### config.mk
export PLATFORM = sky130hd
export DESIGN_NAME = i2c_reg_seq
export DESIGN_NICKNAME = d
export VERILOG_FILES = /design/src/rtl/i2c_seq_pkg.sv /design/src/rtl/i2c_seq_addr.sv /design/src/rtl/i2c_seq_cmd.sv /design/src/rtl/i2c_seq_ctrl.sv /design/src/rtl/i2c_reg_seq.sv
export SDC_FILE = /design/constraint.sdc
export NUM_CORES = 1
export LEC_CHECK = 0
export BUFFER_PORTS_ARGS = -buffer_cell sky130_fd_sc_hd__clkbuf_2
export CAP_MARGIN = 20
export CORE_UTILIZATION = 30
export DETAILED_ROUTE_END_ITERATION = 8
export PLACE_DENSITY_LB_ADDON = 0.15
export RECOVER_POWER = 25
export SLEW_MARGIN = 20
export SYNTH_ARGS = -nofsm -noshare
export SYNTH_HDL_FRONTEND = slang
export SYNTH_SLANG_ARGS = --single-unit
### constraint.sdc
create_clock -name clk -period 3 [get_ports clk]
set_clock_uncertainty 0.15 [all_clocks]
set_input_delay 0.45 -clock clk [delete_from_list [all_inputs] [get_ports clk]]
set_output_delay 0.45 -clock clk [all_outputs]
set_load 0.02 [all_outputs]
### src/rtl/i2c_seq_pkg.sv
package i2c_seq_pkg;

  typedef enum logic [1:0] {
    OP_PROBE = 2'd0,
    OP_READ  = 2'd1,
    OP_WRITE = 2'd2
  } req_op_e;

  typedef enum logic [1:0] {
    BUS_START = 2'd0,
    BUS_STOP  = 2'd1,
    BUS_WRITE = 2'd2,
    BUS_READ  = 2'd3
  } bus_op_e;

  typedef enum logic [1:0] {
    RES_OK      = 2'd0,
    RES_NORESP  = 2'd1,
    RES_ADDRNAK = 2'd2
  } result_e;

  typedef enum logic [3:0] {
    S_IDLE,
    S_START,
    S_CHIPW,
    S_ADDR,
    S_TSTOP,
    S_RSTART,
    S_CHIPR,
    S_WDATA,
    S_RDATA,
    S_STOP,
    S_DONE
  } seq_state_e;

endpackage

### src/rtl/i2c_seq_addr.sv
module i2c_seq_addr #(
  parameter int ADDR_BYTES = 4,
  parameter int AW         = 8 * ADDR_BYTES,
  parameter int ALW        = $clog2(ADDR_BYTES + 1)
) (
  input  logic [AW-1:0]  addr,
  input  logic [ALW-1:0] alen,
  input  logic [ALW-1:0] idx,
  input  logic [6:0]     chip,
  input  logic [6:0]     mask,
  output logic [6:0]     chip_eff,
  output logic [7:0]     byte_out
);

  // ovf[k]: low bits of the address above k bytes; nothing above all bytes
  logic [6:0] ovf  [ADDR_BYTES+1];
  logic [7:0] lane [ADDR_BYTES];

  for (genvar k = 0; k <= ADDR_BYTES; k++) begin : g_lane
    if (k < ADDR_BYTES) begin : g_in
      assign ovf[k]  = addr[8*k +: 7];
      assign lane[k] = addr[8*k +: 8];
    end else begin : g_top
      assign ovf[k] = '0;
    end
  end

  always_comb begin
    chip_eff = chip;
    for (int k = 0; k <= ADDR_BYTES; k++) begin
      if (alen == ALW'(k)) chip_eff = chip | (ovf[k] & mask);
    end
  end

  always_comb begin
    byte_out = '0;
    for (int k = 0; k < ADDR_BYTES; k++) begin
      if (idx == ALW'(k)) byte_out = lane[k];
    end
  end

endmodule

### src/rtl/i2c_seq_cmd.sv
module i2c_seq_cmd
  import i2c_seq_pkg::*;
(
  input  logic       clk,
  input  logic       rst_n,
  input  logic       issue,
  input  logic [1:0] issue_op,
  input  logic [7:0] issue_data,
  input  logic       issue_nack,
  output logic       bus_cmd_valid,
  input  logic       bus_cmd_ready,
  output logic [1:0] bus_cmd_op,
  output logic [7:0] bus_cmd_data,
  output logic       bus_cmd_nack,
  input  logic       bus_rsp_valid,
  input  logic       bus_rsp_nack,
  input  logic [7:0] bus_rsp_data,
  output logic       fin,
  output logic       fin_nack,
  output logic [7:0] fin_data
);

  logic       cmd_v;
  logic       wait_q;
  logic [1:0] op_q;
  logic [7:0] data_q;
  logic       nack_q;

  always_ff @(posedge clk or negedge rst_n) begin
    if (!rst_n) begin
      cmd_v  <= 1'b0;
      wait_q <= 1'b0;
      op_q   <= BUS_START;
      data_q <= '0;
      nack_q <= 1'b0;
    end else begin
      if (issue) begin
        cmd_v  <= 1'b1;
        op_q   <= issue_op;
        data_q <= issue_data;
        nack_q <= issue_nack;
      end else if (cmd_v && bus_cmd_ready) begin
        cmd_v  <= 1'b0;
        wait_q <= 1'b1;
      end
      if (wait_q && bus_rsp_valid) wait_q <= 1'b0;
    end
  end

  assign bus_cmd_valid = cmd_v;
  assign bus_cmd_op    = op_q;
  assign bus_cmd_data  = data_q;
  assign bus_cmd_nack  = nack_q;
  assign fin           = wait_q && bus_rsp_valid;
  assign fin_nack      = bus_rsp_nack;
  assign fin_data      = bus_rsp_data;

  AST_CMD_STABLE: assert property (@(posedge clk) disable iff (!rst_n)
    bus_cmd_valid && !bus_cmd_ready |=> bus_cmd_valid && $stable(bus_cmd_op)
      && $stable(bus_cmd_data) && $stable(bus_cmd_nack));
  AST_ONE_CMD: assert property (@(posedge clk) disable iff (!rst_n)
    issue |-> !cmd_v && !wait_q);

endmodule

### src/rtl/i2c_seq_ctrl.sv
module i2c_seq_ctrl
  import i2c_seq_pkg::*;
#(
  parameter int ADDR_BYTES = 4,
  parameter int LEN_W      = 8,
  parameter int AW         = 8 * ADDR_BYTES,
  parameter int ALW        = $clog2(ADDR_BYTES + 1)
) (
  input  logic             clk,
  input  logic             rst_n,
  input  logic             req_valid,
  output logic             req_ready,
  input  logic [1:0]       req_op,
  input  logic [6:0]       req_chip,
  input  logic [AW-1:0]    req_addr,
  input  logic [ALW-1:0]   req_alen,
  input  logic [LEN_W-1:0] req_len,
  input  logic             cfg_rep_start,
  input  logic [6:0]       cfg_ovf_mask,
  input  logic             wr_valid,
  output logic             wr_ready,
  input  logic [7:0]       wr_data,
  output logic             rd_valid,
  input  logic             rd_ready,
  output logic [7:0]       rd_data,
  output logic             issue,
  output logic [1:0]       issue_op,
  output logic [7:0]       issue_data,
  output logic             issue_nack,
  input  logic             fin,
  input  logic             fin_nack,
  input  logic [7:0]       fin_data,
  output logic             done,
  output logic [1:0]       status,
  output logic [LEN_W-1:0] fail_count
);

  seq_state_e       st;
  logic             sent;
  logic [1:0]       l_op;
  logic [6:0]       l_chip;
  logic [AW-1:0]    l_addr;
  logic [ALW-1:0]   l_alen;
  logic             l_rep;
  logic [6:0]       l_mask;
  logic [LEN_W-1:0] cnt;
  logic [ALW-1:0]   idx;
  logic             rd_full;
  logic [7:0]       rd_buf;
  logic [1:0]       res_q;
  logic [LEN_W-1:0] fail_q;
  logic [6:0]       chip_eff;
  logic [7:0]       addr_byte;
  logic             need_cmd;

  i2c_seq_addr #(.ADDR_BYTES(ADDR_BYTES), .AW(AW), .ALW(ALW)) u_addr (
    .addr    (l_addr),
    .alen    (l_alen),
    .idx     (idx),
    .chip    (l_chip),
    .mask    (l_mask),
    .chip_eff(chip_eff),
    .byte_out(addr_byte)
  );

  assign need_cmd = (st == S_START) || (st == S_CHIPW) || (st == S_ADDR)
                 || (st == S_TSTOP) || (st == S_RSTART) || (st == S_CHIPR)
                 || (st == S_STOP);

  assign req_ready = (st == S_IDLE);
  assign wr_ready  = (st == S_WDATA) && !sent;
  assign rd_valid  = rd_full;
  assign rd_data   = rd_buf;
  assign done      = (st == S_DONE);
  assign status    = res_q;
  assign fail_count = fail_q;

  assign issue = !sent && (need_cmd
               || ((st == S_WDATA) && wr_valid)
               || ((st == S_RDATA) && !rd_full));

  always_comb begin
    issue_op   = BUS_START;
    issue_data = '0;
    issue_nack = 1'b0;
    unique case (st)
      S_START, S_RSTART: issue_op = BUS_START;
      S_TSTOP, S_STOP:   issue_op = BUS_STOP;
      S_CHIPW: begin
        issue_op   = BUS_WRITE;
        issue_data = {chip_eff, 1'b0};
      end
      S_CHIPR: begin
        issue_op   = BUS_WRITE;
        issue_data = {chip_eff, 1'b1};
      end
      S_ADDR: begin
        issue_op   = BUS_WRITE;
        issue_data = addr_byte;
      end
      S_WDATA: begin
        issue_op   = BUS_WRITE;
        issue_data = wr_data;
      end
      S_RDATA: begin
        issue_op   = BUS_READ;
        issue_nack = (cnt == LEN_W'(1));
      end
      default: issue_op = BUS_START;
    endcase
  end

  always_ff @(posedge clk or negedge rst_n) begin
    if (!rst_n) begin
      st      <= S_IDLE;
      sent    <= 1'b0;
      l_op    <= OP_PROBE;
      l_chip  <= '0;
      l_addr  <= '0;
      l_alen  <= '0;
      l_rep   <= 1'b0;
      l_mask  <= '0;
      cnt     <= '0;
      idx     <= '0;
      rd_full <= 1'b0;
      rd_buf  <= '0;
      res_q   <= RES_OK;
      fail_q  <= '0;
    end else begin
      if (issue) sent <= 1'b1;
      if (fin)   sent <= 1'b0;
      unique case (st)
        S_IDLE: begin
          if (req_valid) begin
            l_op   <= req_op;
            l_chip <= req_chip;
            l_addr <= req_addr;
            l_alen <= req_alen;
            l_rep  <= cfg_rep_start;
            l_mask <= cfg_ovf_mask;
            cnt    <= req_len;
            res_q  <= RES_OK;
            fail_q <= '0;
            sent   <= 1'b0;
            st     <= S_START;
          end
        end
        S_START: if (fin) begin
          if (l_op == OP_READ && l_alen == '0) st <= S_CHIPR;
          else                                 st <= S_CHIPW;
        end
        S_CHIPW: if (fin) begin
          if (fin_nack) begin
            res_q <= RES_NORESP;
            st    <= S_STOP;
          end else if (l_op == OP_PROBE) begin
            st <= S_STOP;
          end else if (l_alen != '0) begin
            idx <= l_alen - ALW'(1);
            st  <= S_ADDR;
          end else begin
            st <= (cnt != '0) ? S_WDATA : S_STOP;
          end
        end
        S_ADDR: if (fin) begin
          if (fin_nack) begin
            res_q <= RES_ADDRNAK;
            st    <= S_DONE;
          end else if (idx != '0) begin
            idx <= idx - ALW'(1);
          end else if (l_op == OP_WRITE) begin
            st <= (cnt != '0) ? S_WDATA : S_STOP;
          end else begin
            st <= l_rep ? S_RSTART : S_TSTOP;
          end
        end
        S_TSTOP:  if (fin) st <= S_RSTART;
        S_RSTART: if (fin) st <= S_CHIPR;
        S_CHIPR:  if (fin) st <= (cnt != '0) ? S_RDATA : S_STOP;
        S_WDATA: if (fin) begin
          if (fin_nack) fail_q <= fail_q + LEN_W'(1);
          cnt <= cnt - LEN_W'(1);
          if (cnt == LEN_W'(1)) st <= S_STOP;
        end
        S_RDATA: begin
          if (fin) begin
            rd_full <= 1'b1;
            rd_buf  <= fin_data;
            cnt     <= cnt - LEN_W'(1);
          end else if (rd_full && rd_ready) begin
            rd_full <= 1'b0;
            if (cnt == '0) st <= S_STOP;
          end
        end
        S_STOP: if (fin) st <= S_DONE;
        S_DONE: st <= S_IDLE;
        default: st <= S_IDLE;
      endcase
    end
  end

  AST_DONE_PULSE: assert property (@(posedge clk) disable iff (!rst_n)
    done |=> !done);
  AST_STATUS_CODE: assert property (@(posedge clk) disable iff (!rst_n)
    done |-> status != 2'd3);
  AST_ALEN_LIMIT: assert property (@(posedge clk) disable iff (!rst_n)
    req_valid && req_ready |-> req_alen <= ALW'(ADDR_BYTES));
  AST_FAIL_ON_ERR: assert property (@(posedge clk) disable iff (!rst_n)
    done && status != RES_OK |-> fail_count == '0);
  AST_RD_STABLE: assert property (@(posedge clk) disable iff (!rst_n)
    rd_valid && !rd_ready |=> rd_valid && $stable(rd_data));
  AST_WR_ONLY_WRITE: assert property (@(posedge clk) disable iff (!rst_n)
    wr_ready |-> l_op == OP_WRITE && !req_ready);

endmodule

### src/rtl/i2c_reg_seq.sv
module i2c_reg_seq #(
  parameter int ADDR_BYTES = 4,
  parameter int LEN_W      = 8,
  localparam int AW        = 8 * ADDR_BYTES,
  localparam int ALW       = $clog2(ADDR_BYTES + 1)
) (
  input  logic             clk,
  input  logic             rst_n,
  input  logic             req_valid,
  output logic             req_ready,
  input  logic [1:0]       req_op,
  input  logic [6:0]       req_chip,
  input  logic [AW-1:0]    req_addr,
  input  logic [ALW-1:0]   req_alen,
  input  logic [LEN_W-1:0] req_len,
  input  logic             cfg_rep_start,
  input  logic [6:0]       cfg_ovf_mask,
  input  logic             wr_valid,
  output logic             wr_ready,
  input  logic [7:0]       wr_data,
  output logic             rd_valid,
  input  logic             rd_ready,
  output logic [7:0]       rd_data,
  output logic             bus_cmd_valid,
  input  logic             bus_cmd_ready,
  output logic [1:0]       bus_cmd_op,
  output logic [7:0]       bus_cmd_data,
  output logic             bus_cmd_nack,
  input  logic             bus_rsp_valid,
  input  logic             bus_rsp_nack,
  input  logic [7:0]       bus_rsp_data,
  output logic             done,
  output logic [1:0]       status,
  output logic [LEN_W-1:0] fail_count
);

  logic       issue;
  logic [1:0] issue_op;
  logic [7:0] issue_data;
  logic       issue_nack;
  logic       fin;
  logic       fin_nack;
  logic [7:0] fin_data;

  i2c_seq_ctrl #(.ADDR_BYTES(ADDR_BYTES), .LEN_W(LEN_W), .AW(AW), .ALW(ALW)) u_ctrl (
    .clk          (clk),
    .rst_n        (rst_n),
    .req_valid    (req_valid),
    .req_ready    (req_ready),
    .req_op       (req_op),
    .req_chip     (req_chip),
    .req_addr     (req_addr),
    .req_alen     (req_alen),
    .req_len      (req_len),
    .cfg_rep_start(cfg_rep_start),
    .cfg_ovf_mask (cfg_ovf_mask),
    .wr_valid     (wr_valid),
    .wr_ready     (wr_ready),
    .wr_data      (wr_data),
    .rd_valid     (rd_valid),
    .rd_ready     (rd_ready),
    .rd_data      (rd_data),
    .issue        (issue),
    .issue_op     (issue_op),
    .issue_data   (issue_data),
    .issue_nack   (issue_nack),
    .fin          (fin),
    .fin_nack     (fin_nack),
    .fin_data     (fin_data),
    .done         (done),
    .status       (status),
    .fail_count   (fail_count)
  );

  i2c_seq_cmd u_cmd (
    .clk          (clk),
    .rst_n        (rst_n),
    .issue        (issue),
    .issue_op     (issue_op),
    .issue_data   (issue_data),
    .issue_nack   (issue_nack),
    .bus_cmd_valid(bus_cmd_valid),
    .bus_cmd_ready(bus_cmd_ready),
    .bus_cmd_op   (bus_cmd_op),
    .bus_cmd_data (bus_cmd_data),
    .bus_cmd_nack (bus_cmd_nack),
    .bus_rsp_valid(bus_rsp_valid),
    .bus_rsp_nack (bus_rsp_nack),
    .bus_rsp_data (bus_rsp_data),
    .fin          (fin),
    .fin_nack     (fin_nack),
    .fin_data     (fin_data)
  );

endmodule

# Word-level counts from Yosys, hierarchy flattened
# Cells that the tools add are included.
totals:
  ff_bits: 100
  latch_bits: 0
  ramBits: 0
  romBits: 0
  inputBits: 84
  output_inout_bits: 34
  word_cells: 188
  memories: 0
op_classes:
  add_sub_neg: 4
  multipliers: 0
  div: 0
  order_cmp: 0
  eq_ne: 44
  n_shift: 0
  muxes: 68
  bitwise_logic: 8
  reduce_logical: 45
ops:
  columns: ["operator", "n"]
  rows:
  - ["two-way mux 4 bit", 20]
  - ["two-way mux 8 bit", 9]
  - ["inequality test 2 bit (second input constant)", 21]
  - ["one-hot mux 4 bit (10 select lines)", 1]
  - ["two-way mux 7 bit", 5]
  - ["one-hot mux 8 bit (2 select lines)", 2]
  - ["one-hot mux 8 bit (4 select lines)", 1]
  - ["AND 7 bit", 4]
  - ["bitwise OR 7 bit", 4]
  - ["two-way mux 3 bit", 8]
  - ["equality test 4 x 3 -> 1 bit (second input constant)", 4]
  - ["two-way mux 1 bit", 14]
  - ["AND reduction 14 bit", 1]
  - ["equality test 3 x 2 -> 1 bit (second input constant)", 4]
  - ["equality test 4 bit (second input constant)", 3]
  - ["one-hot mux 2 bit (3 select lines)", 2]
  - ["nonzero test 2 bit", 6]
  - ["two-way mux 2 bit", 5]
  - ["nonzero test 3 bit", 3]
  - ["adder 8 x 1 -> 8 bit (second input constant)", 1]
  - ["equality test 4 x 2 -> 1 bit (second input constant)", 2]
  - ["equality test 8 x 1 -> 1 bit (second input constant)", 1]
  - ["logical AND 1 bit", 8]
  - ["zero test 8 bit", 1]
  - ["23 further kinds", 39]

# Logic depth before layout (Yosys ltp)
# Gate-level depths: netlist of run 1.
logic_depth:
  ltp_word: 14
  ltp_mapped: 9
  depth_no_buf: 7

# Hierarchy
# Synthesis of run 1 repeated with hierarchy kept, for this count alone.
unflattened:
  cells_unflattened: 465
  area_unflattened_um2: 5435.2
by_module_without_submodules:
  columns: ["mod", "n_inst", "cells_each", "area_each_um2"]
  rows:
  - ["i2c_seq_ctrl", 1, 363, 4267.8]
  - ["i2c_seq_cmd", 1, 40, 598.1]
  - ["i2c_seq_addr", 1, 62, 569.3]

# Worst setup path after synthesis of run 1
# No wires, ideal clock.
synth_path:
  kind: "reg2reg"
  from: "reg u_ctrl.st[0]"
  to: "reg u_ctrl.cnt[0]"
  setup_ns: 0.138
  arrival_time_ns: 1.894
  path_slack_ns: 0.818
  stages_incl_launch_ff: 7
  path_buffers: 2
  synth_period_minus_slack_ns: 2.182
  path_cell_list: "dfrtp_1 > buf_2 > nor4_2 > nand2_1 > clkbuf_1 > nor3_1 > a211oi_1"
synth_lines:
  columns: ["item", "line", "rtl"]
  rows:
  - ["from (decl)", "i2c_seq_ctrl.sv:38", "seq_state_e st;"]
  - ["from (signal assigned)", "i2c_seq_ctrl.sv:162", "st <= (cnt != '0) ? S_WDATA : S_STOP;"]
  - ["from (signal assigned)", "i2c_seq_ctrl.sv:172", "st <= (cnt != '0) ? S_WDATA : S_STOP;"]
  - ["from (signal assigned)", "i2c_seq_ctrl.sv:174", "st <= l_rep ? S_RSTART : S_TSTOP;"]
  - ["zero test 4 bit (*)", null, null]
  - ["net req_ready", "i2c_reg_seq.sv:10", "output logic req_ready,"]
  - ["inequality test 2 bit (no source line) / nonzero test 2 bit (equally long branches)", null, null]
  - ["AND reduction 3 bit (no source line)", null, null]
  - ["to (signal assigned)", "i2c_seq_ctrl.sv:141", "cnt <= req_len;"]
  - ["to (signal assigned)", "i2c_seq_ctrl.sv:182", "cnt <= cnt - LEN_W'(1);"]
  - ["to (signal assigned)", "i2c_seq_ctrl.sv:189", "cnt <= cnt - LEN_W'(1);"]
  - ["to (decl)", "i2c_seq_ctrl.sv:46", "logic [LEN_W-1:0] cnt;"]
# Mark *: on every way through the listed nets, which the timed path passes. The rest lies on a longest branch.
# A chain may end at the register's enable or synchronous reset.

# Final worst setup path of run 1
layout_path:
  from: "reg u_ctrl.st[0]"
  to: "reg u_ctrl.cnt[3]"
layout_between:
  elab_chain_cells: 4
layout_lines:
  columns: ["item", "line", "rtl"]
  rows:
  - ["equality test 4 bit / equality test 4 x 3 -> 1 bit (equally long branches)", "i2c_seq_ctrl.sv:132", "unique case (st)"]
  - ["OR reduction 2 bit (no source line)", null, null]
  - ["inequality test 2 x 1 -> 1 bit (no source line) / nonzero test 2 bit (equally long branches)", null, null]
  - ["AND reduction 3 bit (no source line)", null, null]
# Parallel ways exist; a longest one is shown, timed or not.

==> impl_metrics.env, run 1 <==
export IMPL_p_per_area_mw_per_mm2=1037
export IMPL_via_count=4789
export IMPL_synth_flop_cell="dfrtp_1"
export IMPL_ys_ff_latch=100
export IMPL_dp_final_hpwl_um=11970
export IMPL_clockRootBuffer="clkbuf_16"
export IMPL_num_antenna_cells=0
export IMPL_grt_pass1_wl_um=25510
export IMPL_path_max_fanout=15
export IMPL_async_flop_share_pct=100.0
export IMPL_dieArea_mm2=0.01843
export IMPL_syn_inst=598
export IMPL_num_io_pins=118
export IMPL_max_freq_mhz=408.1
export IMPL_leakagePower_nw=3.097
export IMPL_ant_nets=0
export IMPL_htreeDepth=3
export IMPL_cp_slowest_stage_delay_ps=810
export IMPL_cts_made_buffers=9
export IMPL_final_setup_worst_slack_ps=549.9
export IMPL_worstPathArrival_ps=2530
export IMPL_avgViaCountPerCell=5.133
export IMPL_grt_overflow=0
export IMPL_wire_per_inst_um=17.14
export IMPL_period_needed_ps=2450
export IMPL_antenna_found_initial=0
export IMPL_slowest_stage="or4b_1"
export IMPL_synthDominantCellAreaShare_pct=46.61
export IMPL_std_cell_rows=48
export IMPL_area_delta_synth_final_pct=20.95
export IMPL_period_share_pct=81.67
export IMPL_required_ps=3080
export IMPL_hold_class="in -> reg"
export IMPL_portBuffers=117
export IMPL_crit_chain="or4b_1 > and2_4 > o21ai_4 > o21ai_1 > o2bb2ai_1"
export IMPL_syn_nets=695
export IMPL_nets=800
export IMPL_wl_um=15990
export IMPL_mostFrequentLayoutCell="nand2_1"
export IMPL_synth_edf_count=0
export IMPL_worstMarginPinSlew_ps=1184
export IMPL_syn_area_mm2=0.005369
export IMPL_hold_viol_final=0
export IMPL_critPathLaunchType="flip-flop"
export IMPL_cts_hold_buf=1
export IMPL_yosys_area_top_type="dfrtp_1"
export IMPL_status="completed"
export IMPL_ir_worst_vdd_mv=0.3869
export IMPL_globalplace_congestion=0.8868
export IMPL_synth_cell_types=66
export IMPL_endpoint_kind="flip-flop"
export IMPL_die_h_um=135.8
export IMPL_die_w_um=135.8
export IMPL_clockBufferDepth=2
export IMPL_fin_setup_tns_ps=0
export IMPL_cts_setup_buffers=0
export IMPL_clk_latency_ps=350
export IMPL_core_mm2=0.01736
export IMPL_slew_headroom_pct=21.07
export IMPL_grt_max_degree=55
export IMPL_clock_sinks=100
export IMPL_ys_seq_area_share_pct=46.61
export IMPL_cts_resized=0
export IMPL_drt_first_pass_iters=4
export IMPL_crit_buf_inv=0
export IMPL_synth_warnings=0
export IMPL_synth_area_leaders="dfrtp_1 47%, nand2_1 12%, ha_1 3.0%"
export IMPL_clk_pin_slew_worst_paths_ps=70
export IMPL_maxCapViolCount=0
export IMPL_first_global_vias=4756
export IMPL_place_ws_ps=536.6
export IMPL_drv_slew=0
export IMPL_track_usage_pct=18.18
export IMPL_drtIter0Drc=384
export IMPL_setup_viol=0
export IMPL_drive_gt1_share_pct=22.32
export IMPL_syn_avg_cell_area_um2=8.978
export IMPL_path_delay_family="simple AND/OR/NAND/NOR gates"
export IMPL_initial_core_util_pct=30.93
export IMPL_drc=0
export IMPL_final_cell_mix="172 x nand2_1, 100 x dfrtp_1, 98 x clkbuf_2"
export IMPL_worstSetupPathType="reg -> reg"
export IMPL_cts_tree="done"
export IMPL_rsz0062_at_grt="false"
[cells by family after synthesis]
| group | after synthesis | synth area share [%] |
|---|---|---|
| flops | 100 | 46.61 |
| simple gates | 288 | 25.75 |
| compound gates | 130 | 16.99 |
| mux | 11 | 2.447 |
| xor+xnor | 7 | 1.142 |
| fa+ha+maj | 13 | 3.030 |
| buf+inv | 49 | 4.031 |
[final timing paths]
path | startpoint | endpoint | slack (ps) | cells after the start
max reg2reg | u_ctrl.st[0]$_DFFE_PN0P_ | u_ctrl.cnt[3]$_DFFE_PN0P_ | 550 | 5
max | u_ctrl.st[0]$_DFFE_PN0P_ | u_ctrl.cnt[3]$_DFFE_PN0P_ | 550 | 5
min in group asynchronous | rst_n | u_ctrl.cnt[3]$_DFFE_PN0P_ | 710 | 2
min | req_addr[6] | u_ctrl.l_addr[6]$_DFFE_PN0P_ | 130 | 3
min reg2reg | u_cmd.bus_cmd_op[0]$_DFFE_PN0P_ | u_cmd.bus_cmd_op[0]$_DFFE_PN0P_ | 330 | 1
max in group asynchronous | rst_n | u_ctrl.fail_count[6]$_DFFE_PN0P_ | 1110 | 3
[per-stage QoR]
| step | cell area (um^2) | cells | hold slack (ps) | total power, W | utilization (%) |
|---|---|---|---|---|---|
| after detailed placement | 6183 | 916 | 314.0 | 0.005489 | 35.63 |
| after global placement | 6183 | 916 | 315.6 | 0.005416 | 35.63 |
| after CTS | 6520 | 933 | 121.6 | 0.006805 | 37.56 |
| after floorplan | 5369 | 598 | 4.409 | 0.004542 | - |
| final | 6494 | 933 | 132.6 | 0.006737 | 37.41 |
| after global routing | 6494 | 933 | 140.7 | 0.007246 | 37.41 |
[registers in the layout, summed over array words and instances (netlist names), 3 cells and up]
name / count
u_ctrl.l_mask: 7
u_ctrl.fail_count: 8
u_ctrl.l_chip: 7
u_ctrl.cnt: 8
u_ctrl.l_alen: 3
u_ctrl.st: 4
u_ctrl.l_addr: 32
u_ctrl.idx: 3
u_ctrl.rd_data: 8
u_cmd.bus_cmd_data: 8
[worst min-delay path, stage by stage]
cell and delay [ps]:
clkbuf_2 70, nand2_1 40, nand2_1 40
[routing by layer]
layer,GRT usage (%),up-vias,wire length [um]
met5,0,-,0
met4,6.617,0,235
met3,2.619,15,701
met2,28.83,132,7509
met1,25.04,2356,7542
li1,-,2286,-
[synthesized netlist by cell type, types with 4 or more instances]
| library cell | count |
|---|---|
| nand2_1 | 172 |
| dfrtp_1 | 100 |
| nor2_1 | 35 |
| a21oi_1 | 23 |
| o21ai_0 | 18 |
| clkbuf_1 | 17 |
| nor3_1 | 15 |
| a221oi_1 | 14 |
| inv_1 | 14 |
| buf_2 | 13 |
| ha_1 | 13 |
| o21ai_1 | 13 |
| nor2b_1 | 12 |
| a22o_1 | 10 |
| o31ai_1 | 10 |
| mux2_2 | 9 |
| a311o_1 | 7 |
| nand2b_1 | 7 |
| nand3_1 | 6 |
| o22ai_1 | 6 |
| nor3b_1 | 5 |
| xor2_1 | 5 |
| a211oi_1 | 4 |
| o2bb2ai_1 | 4 |
[final cells by class]
class | count | area (um^2)
multi-input cells | 449 | 2651
flip-flops and latches | 100 | 2502
inverters | 14 | 52.55
clock buffers | 10 | 239.0
repair buffers | 129 | 679.4
clock inverters | 6 | 87.58
fillers | 1790 | 10860
well taps | 225 | 281.5
[report_power, final]
group / internal [W] / leakage, nW / switching, W
Combinational: 0.00117 / 1.67 / 0.00173
Sequential: 0.00192 / 1.27 / 0.000629
Clock: 0.000754 / 0.162 / 0.000532
Total: 0.00385 / 3.10 / 0.00289
(Power assumes the default switching activity.)
==> inputs of run 2 (changes only) <==
--- a/config.mk
+++ b/config.mk
@@ -5,6 +5,7 @@
 export SDC_FILE = /design/constraint.sdc
 export NUM_CORES = 1
 export LEC_CHECK = 0
+export ABC_AREA = 1
 export BUFFER_PORTS_ARGS = -buffer_cell sky130_fd_sc_hd__clkbuf_2
 export CAP_MARGIN = 20
 export CORE_UTILIZATION = 30
==> constraint.sdc (replaced) <==
create_clock -name clk -period 2.4 [get_ports clk]
set_clock_uncertainty 0.15 [all_clocks]
set_input_delay 0.36 -clock clk [delete_from_list [all_inputs] [get_ports clk]]
set_output_delay 0.36 -clock clk [all_outputs]
set_load 0.02 [all_outputs]
==> run 2 against run 1 <==
Compared with the run above:
- total power grew 21%
- critical path depth rose by 1
- first-iteration DRC count shrank 28%
- critical path type is now reg -> out
- largest power group unchanged
- critical endpoint is now wr_ready
- highest routed layer unchanged
- synthesized cell count up 32%
==> impl_metrics.env, run 2 <==
export IMPL_synth_warnings=0
export IMPL_antenna_found_initial=0
export IMPL_drtIter0Drc=276
export IMPL_clockRootBuffer="clkbuf_16"
export IMPL_grt_pass1_wl_um=26100
export IMPL_critPathLaunchType="flip-flop"
export IMPL_worstMarginPinSlew_ps=739.1
export IMPL_fillCellCount=2131
export IMPL_multi_input_area_mm2=0.002725
export IMPL_portBuffers=117
export IMPL_via_count=5057
export IMPL_avgViaCountPerCell=4.330
export IMPL_num_antenna_cells=0
export IMPL_syn_avg_cell_area_um2=7.409
export IMPL_wire_per_inst_um=13.77
export IMPL_initial_core_util_pct=30.94
export IMPL_dieArea_mm2=0.02005
export IMPL_period_needed_ps=2143
export IMPL_ys_seq_area_share_pct=42.81
export IMPL_cts_tree="done"
export IMPL_fin_setup_tns_ps=0
export IMPL_max_flop_register="u_ctrl.l_addr"
export IMPL_crit_buf_inv=3
export IMPL_clk_latency_ps=350
export IMPL_cts_made_buffers=9
export IMPL_largest_reg_flops=32
export IMPL_path_max_fanout=6
export IMPL_required_ps=1890
export IMPL_synthDominantCellAreaShare_pct=42.81
export IMPL_grtUsageMet1_pct=25.20
export IMPL_std_cell_rows=50
export IMPL_worstSetupPathType="reg -> out"
export IMPL_synth_cell_types=38
export IMPL_r2r_slack_ps=340
export IMPL_syn_area_mm2=0.005846
export IMPL_ant_nets=0
export IMPL_htreeDepth=3
export IMPL_use_met3_pct=2.565
export IMPL_hold_viol_final=0
export IMPL_seqCellArea_mm2=0.002504
export IMPL_slowest_stage="dfrtp_1"
export IMPL_globalplace_congestion=0.8351
export IMPL_total_power_w=0.008151
export IMPL_endpoint_kind="output pin"
export IMPL_crit_chain="inv_2 > nand2_4 > nor2_4 > inv_1 > nor2_1 > clkbuf_2"
export IMPL_clk_pin_slew_worst_paths_ps=70
export IMPL_synthMuxAreaShare_pct=1.541
export IMPL_clockBufferDepth=2
export IMPL_drt_first_pass_iters=5
export IMPL_hold_class="in -> reg"
export IMPL_p_per_area_mw_per_mm2=1175
export IMPL_leakagePower_nw=3.693
export IMPL_grt_max_degree=44
export IMPL_placed_cell_area_mm2=0.006646
export IMPL_synth_xor_area_share_pct=1.348
export IMPL_slew_headroom_pct=50.73
export IMPL_worstPathArrival_ps=1630
export IMPL_syn_inst=789
export IMPL_first_global_vias=4849
export IMPL_drv_slew=0
export IMPL_clock_sinks=100
export IMPL_synth_top_family_by_area="simple AND/OR/NAND/NOR gates"
export IMPL_top_usage_layer="met1"
export IMPL_met2_usage_pct=24.73
export IMPL_final_cell_mix="280 x nand2_1, 117 x clkbuf_2, 99 x dfrtp_1"
export IMPL_synth_flop_cell="dfrtp_1"
export IMPL_core_mm2=0.01889
export IMPL_area_delta_synth_final_pct=18.69
export IMPL_dp_final_hpwl_um=12510
export IMPL_synth_area_leaders="dfrtp_1 43%, nand2_1 18%, o21ai_0 6.7%"
export IMPL_drive_gt1_share_pct=21.26
export IMPL_synth_fa_ha_area_share_pct=2.783
export IMPL_num_io_pins=118
export IMPL_ir_worst_vdd_mv=0.2967
export IMPL_yosys_area_top_type="dfrtp_1"
export IMPL_cp_slowest_stage_delay_ps=460
export IMPL_period_share_pct=89.27
export IMPL_path_delay_family="flip-flops"
export IMPL_track_usage_pct=16.89
export IMPL_nets=1002
export IMPL_die_h_um=141.6
export IMPL_wl_um=16080
export IMPL_status="completed"
export IMPL_synth_edf_count=0
export IMPL_synth_simple_area_share_pct=29.35
export IMPL_rsz0062_at_grt="false"
export IMPL_async_flop_share_pct=100.0
export IMPL_maxCapViolCount=0
export IMPL_mostFrequentLayoutCell="nand2_1"
export IMPL_grt_overflow=0
export IMPL_ys_ff_latch=100
export IMPL_max_freq_mhz=466.7
export IMPL_setup_viol=0
export IMPL_whs_ps=43.59
export IMPL_syn_nets=886
export IMPL_drc=0
export IMPL_die_w_um=141.6
export IMPL_fin_area_mm2=0.006938
export IMPL_synth_compound_area_share_pct=11.60
export IMPL_ys_top_cells_by_count="280 x nand2_1, 100 x dfrtp_1, 98 x inv_1, 78 x o21ai_0, 47 x nor2_1"
export IMPL_synthMostInstantiatedCell="nand2_1"
-- run 2: cell count changes after synthesis, moves of 10 or more --
cell	before	now
nor2_1	35	47
inv_1	14	98
a221oi_1	14	0
nor2b_1	12	0
nand3_1	6	28
clkbuf_1	17	2
a21oi_1	23	13
nand2_1	172	280
o21ai_0	18	78
a22o_1	10	0
-- run 2: area by class of cell --
class	count	share of cell area, %
multi-input combinational	555	39.28
sequential	100	36.09
timing repair buffer	130	10.01
inverter	109	5.951
tap	260	4.689
clock buffer	12	3.841
clock inverter	2	0.1443
-- run 2: what timing repair did --
action	in CTS	in global routing
setup buffers	0	3
gates resized for setup	0	1
hold buffers	1	0
endpoints found under the setup margin	0	1
endpoints found under the hold margin	24	0
-- run 2: per-layer routing --
layer  part of all wire [%]  routed length, um  vias to the layer above
met1                     52               8309                     2249
met2                     42               6829                      107
li1                       -                  -                     2690
met3                    4.5                719                       11
met4                    1.4                220                        0
met5                      0                  0                        -
-- run 2: kinds of logic after synthesis --
logic type / Yosys count
and+or+nand+nor: 399
DFF: 100
buffers and inverters: 134
xor gates and xnor gates: 9
AOI/OAI and AO/OA: 126
adders and majority gates: 13
muxes: 8
-- run 2: per-stage QoR --
stage	util, %	std cells	setup slack (ps)
after global placement	35.18	1150	307.1
after floorplan	-	789	664.1
after detailed placement	35.18	1150	331.5
after CTS	36.70	1165	124.0
after global routing	36.72	1168	96.71
final	36.72	1168	257.4
-- run 2: path summary, 6_finish.rpt --
kind | from | to | cells past startpoint
setup / recovery | u_ctrl.st[3]$_DFFE_PN0P_ | wr_ready | 6
min in group asynchronous | rst_n | u_ctrl.l_addr[7]$_DFFE_PN0P_ | 2
hold / removal | bus_cmd_ready | u_cmd.bus_cmd_valid$_DFFE_PN0P_ | 2
setup reg to reg | u_ctrl.idx[1]$_DFFE_PN0P_ | u_cmd.bus_cmd_data[2]$_DFFE_PN0P_ | 11
hold reg to reg | u_ctrl.cnt[7]$_DFFE_PN0P_ | u_ctrl.cnt[7]$_DFFE_PN0P_ | 2
max in group asynchronous | rst_n | u_ctrl.fail_count[5]$_DFFE_PN0P_ | 3
-- run 2: power breakdown --
part           switching (W)  leakage (nW)  total, W  internal, W
sequential          0.000423          1.26   0.00280      0.00237
clock               0.000626         0.140   0.00140     0.000774
combinational        0.00267          2.29   0.00396      0.00128
total                0.00372          3.69   0.00815      0.00443
